--- src/rtl/vcd_pkg.sv ---
package vcd_pkg;

  typedef enum logic [1:0] {
    KIND_NONE = 2'd0,
    KIND_RAW  = 2'd1,
    KIND_HIT  = 2'd2,
    KIND_BAD  = 2'd3
  } word_kind_e;

  // index width that is never zero
  function automatic int unsigned idx_width(input int unsigned n);
    return (n <= 2) ? 1 : $clog2(n);
  endfunction

endpackage

--- src/rtl/vcd_classify.sv ---
module vcd_classify
  import vcd_pkg::*;
#(
  parameter int unsigned W  = 32,
  parameter int unsigned IW = 5
) (
  input  logic          in_valid,
  input  logic          in_is_index,
  input  logic [W-1:0]  in_bus,
  input  logic [W-1:0]  valid_vec,
  output word_kind_e    kind,
  output logic [IW-1:0] hit_slot
);

  function automatic logic is_onehot(input logic [W-1:0] v);
    int unsigned n;
    n = 0;
    for (int i = 0; i < W; i++) n += v[i] ? 1 : 0;
    return n == 1;
  endfunction

  function automatic logic [IW-1:0] onehot_to_idx(input logic [W-1:0] v);
    logic [IW-1:0] r;
    r = '0;
    for (int i = 0; i < W; i++) if (v[i]) r = r | IW'(i);
    return r;
  endfunction

  always_comb begin
    hit_slot = onehot_to_idx(in_bus);
    if (!in_valid)                                          kind = KIND_NONE;
    else if (!in_is_index)                                  kind = KIND_RAW;
    else if (!is_onehot(in_bus) || ((in_bus & valid_vec) == '0)) kind = KIND_BAD;
    else                                                    kind = KIND_HIT;
  end

endmodule

--- src/rtl/vcd_repl.sv ---
module vcd_repl #(
  parameter int unsigned W    = 32,
  parameter int unsigned IW   = 5,
  parameter int unsigned TS_W = 3
) (
  input  logic          clk,
  input  logic          rst_n,
  input  logic          touch,
  input  logic          insert,
  input  logic [IW-1:0] slot,
  input  logic          age,
  output logic [IW-1:0] victim,
  output logic [W-1:0]  valid_vec
);

  localparam int unsigned KW = TS_W + 1;

  logic [W-1:0]    used_q, used_d, valid_d;
  logic [TS_W-1:0] hist_q [W];
  logic [TS_W-1:0] hist_d [W];

  // victim: lowest empty slot, else smallest {used, history}, lowest index on ties
  always_comb begin
    logic          found_free;
    logic [IW-1:0] free_idx, best_idx;
    logic [KW-1:0] best_key, key;
    found_free = 1'b0;
    free_idx   = '0;
    for (int i = W - 1; i >= 0; i--) begin
      if (!valid_vec[i]) begin
        found_free = 1'b1;
        free_idx   = IW'(i);
      end
    end
    best_idx = '0;
    best_key = {used_q[0], hist_q[0]};
    for (int i = 1; i < W; i++) begin
      key = {used_q[i], hist_q[i]};
      if (key < best_key) begin
        best_key = key;
        best_idx = IW'(i);
      end
    end
    victim = found_free ? free_idx : best_idx;
  end

  always_comb begin
    logic            u;
    logic [TS_W-1:0] h;
    valid_d = valid_vec;
    for (int i = 0; i < W; i++) begin
      u = used_q[i];
      h = hist_q[i];
      if (touch && (slot == IW'(i))) begin
        u = 1'b1;
        if (insert) begin
          h          = '0;
          valid_d[i] = 1'b1;
        end
      end
      if (age) begin
        h = {u, h[TS_W-1:1]};
        u = 1'b0;
      end
      used_d[i] = u;
      hist_d[i] = h;
    end
  end

  always_ff @(posedge clk) begin
    if (!rst_n) begin
      valid_vec <= '0;
      used_q    <= '0;
      for (int i = 0; i < W; i++) hist_q[i] <= '0;
    end else begin
      valid_vec <= valid_d;
      used_q    <= used_d;
      for (int i = 0; i < W; i++) hist_q[i] <= hist_d[i];
    end
  end

endmodule

--- src/rtl/vcd_store.sv ---
module vcd_store #(
  parameter int unsigned W  = 32,
  parameter int unsigned IW = 5
) (
  input  logic          clk,
  input  logic          we,
  input  logic [IW-1:0] wslot,
  input  logic [W-1:0]  wdata,
  input  logic [IW-1:0] rslot,
  output logic [W-1:0]  rdata
);

  logic [W-1:0] mem [W];

  always_ff @(posedge clk) begin
    if (we) mem[wslot] <= wdata;
  end

  assign rdata = mem[rslot];

endmodule

--- src/rtl/vcd_decoder.sv ---
module vcd_decoder
  import vcd_pkg::*;
#(
  parameter int unsigned W          = 32,
  parameter int unsigned TS_W       = 3,
  parameter int unsigned AGE_PERIOD = 8
) (
  input  logic         clk,
  input  logic         rst_n,
  input  logic         in_valid,
  input  logic         in_is_index,
  input  logic [W-1:0] in_bus,
  output logic         out_valid,
  output logic [W-1:0] out_data,
  output logic         out_err
);

  localparam int unsigned IW = idx_width(W);
  localparam int unsigned CW = idx_width(AGE_PERIOD);

  word_kind_e    kind;
  logic [IW-1:0] hit_slot, victim, slot_sel;
  logic [W-1:0]  valid_vec, rd_data;
  logic          accept, is_raw, age_tick;
  logic [CW-1:0] age_cnt;

  vcd_classify #(.W(W), .IW(IW)) u_class (
    .in_valid   (in_valid),
    .in_is_index(in_is_index),
    .in_bus     (in_bus),
    .valid_vec  (valid_vec),
    .kind       (kind),
    .hit_slot   (hit_slot)
  );

  assign is_raw   = (kind == KIND_RAW);
  assign accept   = is_raw || (kind == KIND_HIT);
  assign slot_sel = is_raw ? victim : hit_slot;
  assign age_tick = accept && (age_cnt == CW'(AGE_PERIOD - 1));

  always_ff @(posedge clk) begin
    if (!rst_n)        age_cnt <= '0;
    else if (age_tick) age_cnt <= '0;
    else if (accept)   age_cnt <= age_cnt + 1'b1;
  end

  vcd_repl #(.W(W), .IW(IW), .TS_W(TS_W)) u_repl (
    .clk      (clk),
    .rst_n    (rst_n),
    .touch    (accept),
    .insert   (is_raw),
    .slot     (slot_sel),
    .age      (age_tick),
    .victim   (victim),
    .valid_vec(valid_vec)
  );

  vcd_store #(.W(W), .IW(IW)) u_store (
    .clk  (clk),
    .we   (is_raw),
    .wslot(victim),
    .wdata(in_bus),
    .rslot(hit_slot),
    .rdata(rd_data)
  );

  always_ff @(posedge clk) begin
    if (!rst_n) begin
      out_valid <= 1'b0;
      out_err   <= 1'b0;
      out_data  <= '0;
    end else begin
      out_valid <= accept;
      out_err   <= (kind == KIND_BAD);
      if (accept) out_data <= is_raw ? in_bus : rd_data;
    end
  end

endmodule

--- config.mk ---
export PLATFORM = sky130hd
export DESIGN_NAME = vcd_decoder
export DESIGN_NICKNAME = d
export VERILOG_FILES = /design/src/rtl/vcd_pkg.sv /design/src/rtl/vcd_classify.sv /design/src/rtl/vcd_repl.sv /design/src/rtl/vcd_store.sv /design/src/rtl/vcd_decoder.sv
export SDC_FILE = /design/constraint.sdc
export NUM_CORES = 2
export LEC_CHECK = 0
export ABC_AREA = 1
export BUFFER_PORTS_ARGS = -buffer_cell sky130_fd_sc_hd__buf_4
export CAP_MARGIN = 20
export CORE_UTILIZATION = 38
export CTS_BUF_LIST = sky130_fd_sc_hd__clkbuf_4 sky130_fd_sc_hd__clkbuf_8
export DETAILED_ROUTE_END_ITERATION = 10
export SYNTH_ARGS = -nofsm -noshare
export SYNTH_HDL_FRONTEND = slang
export SYNTH_HIERARCHICAL = 1
export SYNTH_SLANG_ARGS = --single-unit
export TNS_END_PERCENT = 100
--- constraint.sdc ---
create_clock -name clk -period 27.5 [get_ports clk]
set_clock_uncertainty 0.15 [all_clocks]
set_input_delay 2.75 -clock clk [delete_from_list [all_inputs] [get_ports clk]]
set_output_delay 2.75 -clock clk [all_outputs]
set_load 0.03 [all_outputs]
== Yosys cells after proc, flatten, opt, wreduce, memory -nomap -nowiden ==
Memories as Yosys holds them, arrays and structs flattened.
Index checks and enable logic that the tools add are counted.
Cells by class
  add/sub/neg operators: 32
  order comparisons: 31
  equal/unequal tests: 70
  multiplexer cells: 433
  bitwise operators: 34
  reduce and logical (&&, ||, !) cells: 71
Operator list (count)
  $add 32x32->32: 31
  $mux 3: 173
  $mux 5: 66
  $mux 4: 46
  $mux 1: 136
  $lt 4x4->1: 31
  $mux 32: 3
  $eq 5x5->1 const B: 16
  $ne 2x2->1 const B: 32
  $reduce_and 2->1: 32
  $eq 5x4->1 const B: 8
  $logic_and 1x1->1: 33
  $and 32x32->32: 1
  $eq 32x1->1 const B: 1
  $logic_not 32->1: 1
  $or 1x1->1: 32
  $eq 5x3->1 const B: 4
  $mux 2: 9
  $eq 5x2->1 const B: 2
  $eq 5x1->1 const B: 1
  $logic_not 5->1: 1
  $eq 2x2->1 const B: 2
  $add 3x1->3 const B: 1
  $eq 3x3->1 const B: 1
  7 further kinds: 8
Word-level totals
  register bits: 101
  bits in writable memories: 1120
  memories kept: 2
Memories
  u_store.mem: depth 32, width 32, read ports 1, clocked after memory_dff 0, write ports 1, line vcd_store.sv:13  | logic [W-1:0] mem [W];
  u_repl.hist_q: depth 32, width 3, read ports 32, clocked after memory_dff 0, write ports 32, line vcd_repl.sv:19  | logic [TS_W-1:0] hist_q [W];

== Depth between registers and ports, before layout ==
An unclocked memory read counts as a cell.
  word-level depth: 71
  mapped depth: 288
  depth with buffers taken out: 288

== By module ==
The synthesis kept the hierarchy.
By module, submodules not included
  vcd_store: times used 1, cells each 3504, area an instance 41765.1 um2, seq. area each 30749.5 um2
  vcd_repl: times used 1, cells each 1716, area an instance 10936.7 um2, seq. area each 3203.1 um2
  vcd_decoder: times used 1, cells each 291, area an instance 1805.5 um2, seq. area each 740.7 um2
  vcd_classify: times used 1, cells each 175, area an instance 1191.1 um2, seq. area each 0.0 um2

== Worst setup path after synthesis ==
No wires, ideal clock.
  path type: flip-flop to flip-flop
  start point: register u_repl.used_q[0]
  end point: memory u_store.mem[21][0] (enable)
  library setup time: 421 ps
  arrival: 26561 ps
  required time: 26929 ps
  slack: 368 ps
  stages on the path, launching flop included: 241
  buffers on the path: 0
  clock period less this slack: 27132 ps
  path through: dfxtp_1 inv_1 ha_1 a21oi_2 nand2_2 o21ai_0 ha_1 inv_1 nor2_1 nand2_1 inv_1 nand2_2 nand2_4 o21ai_0 ha_1 inv_1 nor2_1 nand2_1 [... 205 more ...] inv_1 nand2_2 nand2_2 nand2_1 o21ai_0 ha_1 a21oi_1 nand2_4 nand2_1 o21ai_0 ha_1 nand2_1 nand2_1 nand2_1 nand2_1 a21oi_1 nand3_1 nor2_1
Between the ends
  word-level cells in the longest chain between the ends: 63
RTL lines
  start, declared: line vcd_repl.sv:18  | logic [W-1:0] used_q, used_d, valid_d;
  start signal, assigned: line vcd_repl.sv:77  | used_q <= used_d;
  $lt 4x4->1: line vcd_repl.sv:39  | if (key < best_key) begin
  $mux 4 *: line vcd_repl.sv:39
  $lt 4x4->1: line vcd_repl.sv:39
  $mux 4 *: line vcd_repl.sv:39
  $lt 4x4->1: line vcd_repl.sv:39
  $mux 4 *: line vcd_repl.sv:39
  $lt 4x4->1: line vcd_repl.sv:39
  $mux 4 *: line vcd_repl.sv:39
  [... 48 more ...]
  $lt 4x4->1: line vcd_repl.sv:39
  $mux 4: line vcd_repl.sv:39
  $lt 4x4->1: line vcd_repl.sv:39
  $mux 4: line vcd_repl.sv:39
  $lt 4x4->1: line vcd_repl.sv:39
  $mux 5 *: line vcd_repl.sv:39
  $mux 5 *: line vcd_repl.sv:44  | victim = found_free ? free_idx : best_idx;
  named net victim[4]: line vcd_decoder.sv:22  | logic [IW-1:0] hit_slot, victim, slot_sel;
  end, declared: line vcd_store.sv:13
Mark *: on every way through the listed nets, which the timed path passes. The rest lies on a longest branch.

==> impl_metrics.toml <==
[route]
drc = 0
wl_per_cell_um = 19.9
vias_per_cell = 5.16
num_vias = 41900
postRouteAntennaNets = 0
wirelength_um = 161000
first_pass_iters = 8
initialDrtViolationCount = 4109

[sta]
finalSetupTns_ps = 0
min_period_over_period_pct = 91.1
hold_viol_final = 0
fin_crit_ps = 25050
worstMarginPinSlew_ps = 1240
slew_headroom_pct = 17.1
clock.fmax_mhz = 39.9
slew_viol_final = 0
finalSetupViolations = 0

[logic_synthesis]
syn_nets = 5852
ys_seq_area_share_pct = 62.3
synth_cells = 5686
synth_area_per_cell_um2 = 9.80
synth_area_mm2 = 0.0557
yosys_warnings = 6
ys_ff_latch = 1221
ys_types = 46

[final_layout]
syn2layout_area_growth_pct = 16.8
stdcell_count = 8117
layout.nets = 6193
final_cell_mix = "nand2_1, edfxtp_1, nand3_1"
layout_commonest_cell = "nand2_1"
final_area_mm2 = 0.0651
final_util_pct = 44.7
drive_above_1_share_pct = 15.8

[outcome]
status = "finished clean"

[placement]
dpl_cell_area_mm2 = 0.0603
dpl.cell_count = 7726
port_buffers = 69
gp_congestion = 0.889
dp_hpwl_um = 95800

[cts]
cts_tree = "yes"
holdBufCountCts = 0
cts_buffers = 202
clock_latency_ps = 950
cts.sinks = 1221
clock_path_buffers = 3
htreeDepth = 4
root_buffer = "clkbuf_8"
clk_pin_slew_worst_paths_ps = 50

[global_route]
grt_pass1_wl_um = 243000
grt_usage_pct = 21.6
grt_max_degree = 160
antenna_found_initial = 5
overflow = 0
grt_pass1_vias = 40000

[worst_setup_path]
max_stage_delay_ps = 330
slowest_stage = "dfxtp_2"
cp_data_required_time_ps = 28130
crit_type = "register to register"
arrival_ps = 25680
crit_top_cell = "inv_1"
path_max_fanout = 6
cp-start-kind = "register"
critPathCaptureType = "register"

[die]
io_pins = 70
core-area_mm2 = 0.146
num_rows = 140
dieArea_mm2 = 0.148
start_util_pct = 38.3
die_h_um = 385
die_x_um = 385

[hold_path]
hold_path_class = "register to register"

[run]
maxCapViolCount = 0
-- synthesized netlist by cell type, drive strengths merged --
| library cell | n | area, um2 |
|---|---|---|
| nand2 | 2128 | 8250 |
| edfxtp | 1024 | 30700 |
| nand3 | 956 | 4780 |
| inv | 416 | 1570 |
| nor2 | 274 | 1040 |
| buf | 208 | 1560 |
| dfxtp | 197 | 3940 |
| ha | 106 | 1330 |
| o21ai | 74 | 370 |
| a21oi | 70 | 358 |
| clkbuf | 54 | 203 |
| o22ai | 31 | 194 |
| or2 | 28 | 178 |
| a22oi | 26 | 195 |
| fa | 24 | 480 |
| o32ai | 16 | 140 |
| nor3 | 15 | 75.1 |
| nor4 | 13 | 96.3 |
| nand4 | 8 | 50.1 |
| a31oi | 4 | 25.0 |
| clkinv | 2 | 7.51 |
| nand3b | 2 | 15.0 |
| o21a | 2 | 15.0 |
| a21boi | 1 | 7.51 |
| a31o | 1 | 8.76 |
| a32oi | 1 | 8.76 |
| nor4b | 1 | 8.76 |
| o2111a | 1 | 11.3 |
| o211ai | 1 | 7.51 |
| o31ai | 1 | 7.51 |
| or3 | 1 | 6.26 |
-- final timing paths --
| path | startpoint | endpoint | slack, ps | cells past startpoint |
|---|---|---|---|---|
| min reg2reg | out_data[3] | out_data[3] | 300 | 2 |
| max | u_repl/hist_q[0][2] | u_repl/hist_q[1][13] | 2450 | 275 |
| min | out_data[3] | out_data[3] | 300 | 2 |
| max reg2reg | u_repl/hist_q[0][2] | u_repl/hist_q[1][13] | 2450 | 275 |
-- cell families after synthesis --
group                      share of synthesized area (%)
and+or+nand+nor                                     26.1
DFF                                                 62.3
buffers and inverters                               5.99
AOI/OAI and AO/OA                                   2.42
adders and majority gates                           3.24
-- layer usage --
metal  global-route usage (%)  up-vias  wire (um)
met4                     6.49        0       3940
met5                        0        -          0
li1                         -    19800          -
met2                     35.5     1553      76500
met3                     3.56      276      11300
met1                     29.1    20300      69400
-- through the flow --
stage          hold WS [ps]  setup WS [ps]
3_5_place_dp            296           -417
4_1_cts                 308           54.5
3_3_place_gp            292            777
6_report                302           2450
5_1_grt                 324           -174
2_1_floorplan           308            368
-- final cells by class --
class	count	area (um2)
Tap cell	1917	2400
Clock buffer	295	3630
Antenna cell	2	5.00
Clock inverter	80	647
Multi-Input combinational cell	3785	18300
Sequential cell	1221	34700
Fill cell	13600	80500
Inverter	418	1600
Timing Repair Buffer	399	3850
-- timing repair --
item,in CTS,in global routing
setup endpoints to repair,1184,1184
pin swaps,0,24
setup buffers,0,12
cloned,0,1
resized for setup,7,129
-- state kept, by name (all words and copies together), names as in the netlist --
name / count
age_cnt: 3
out_data: 32
out_err: 1
out_valid: 1
u_repl/hist_q: 96
u_repl/used_q: 32
u_repl/valid_vec: 32
u_store/mem: 1024
-- worst max-delay path: cells and delay by family (launching register included) --
| kind | cells | cell delay, ps |
|---|---|---|
| AO/OA/AOI/OAI | 35 | 3420 |
| adder cells (fa/ha/maj) | 31 | 8050 |
| buffers and inverters | 59 | 2870 |
| flip-flops | 1 | 330 |
| AND/OR/NAND/NOR | 150 | 10060 |
Power is left out: the tool's default activity adds up to more than one toggle a clock period on the data nets, which glitch-free logic cannot reach.
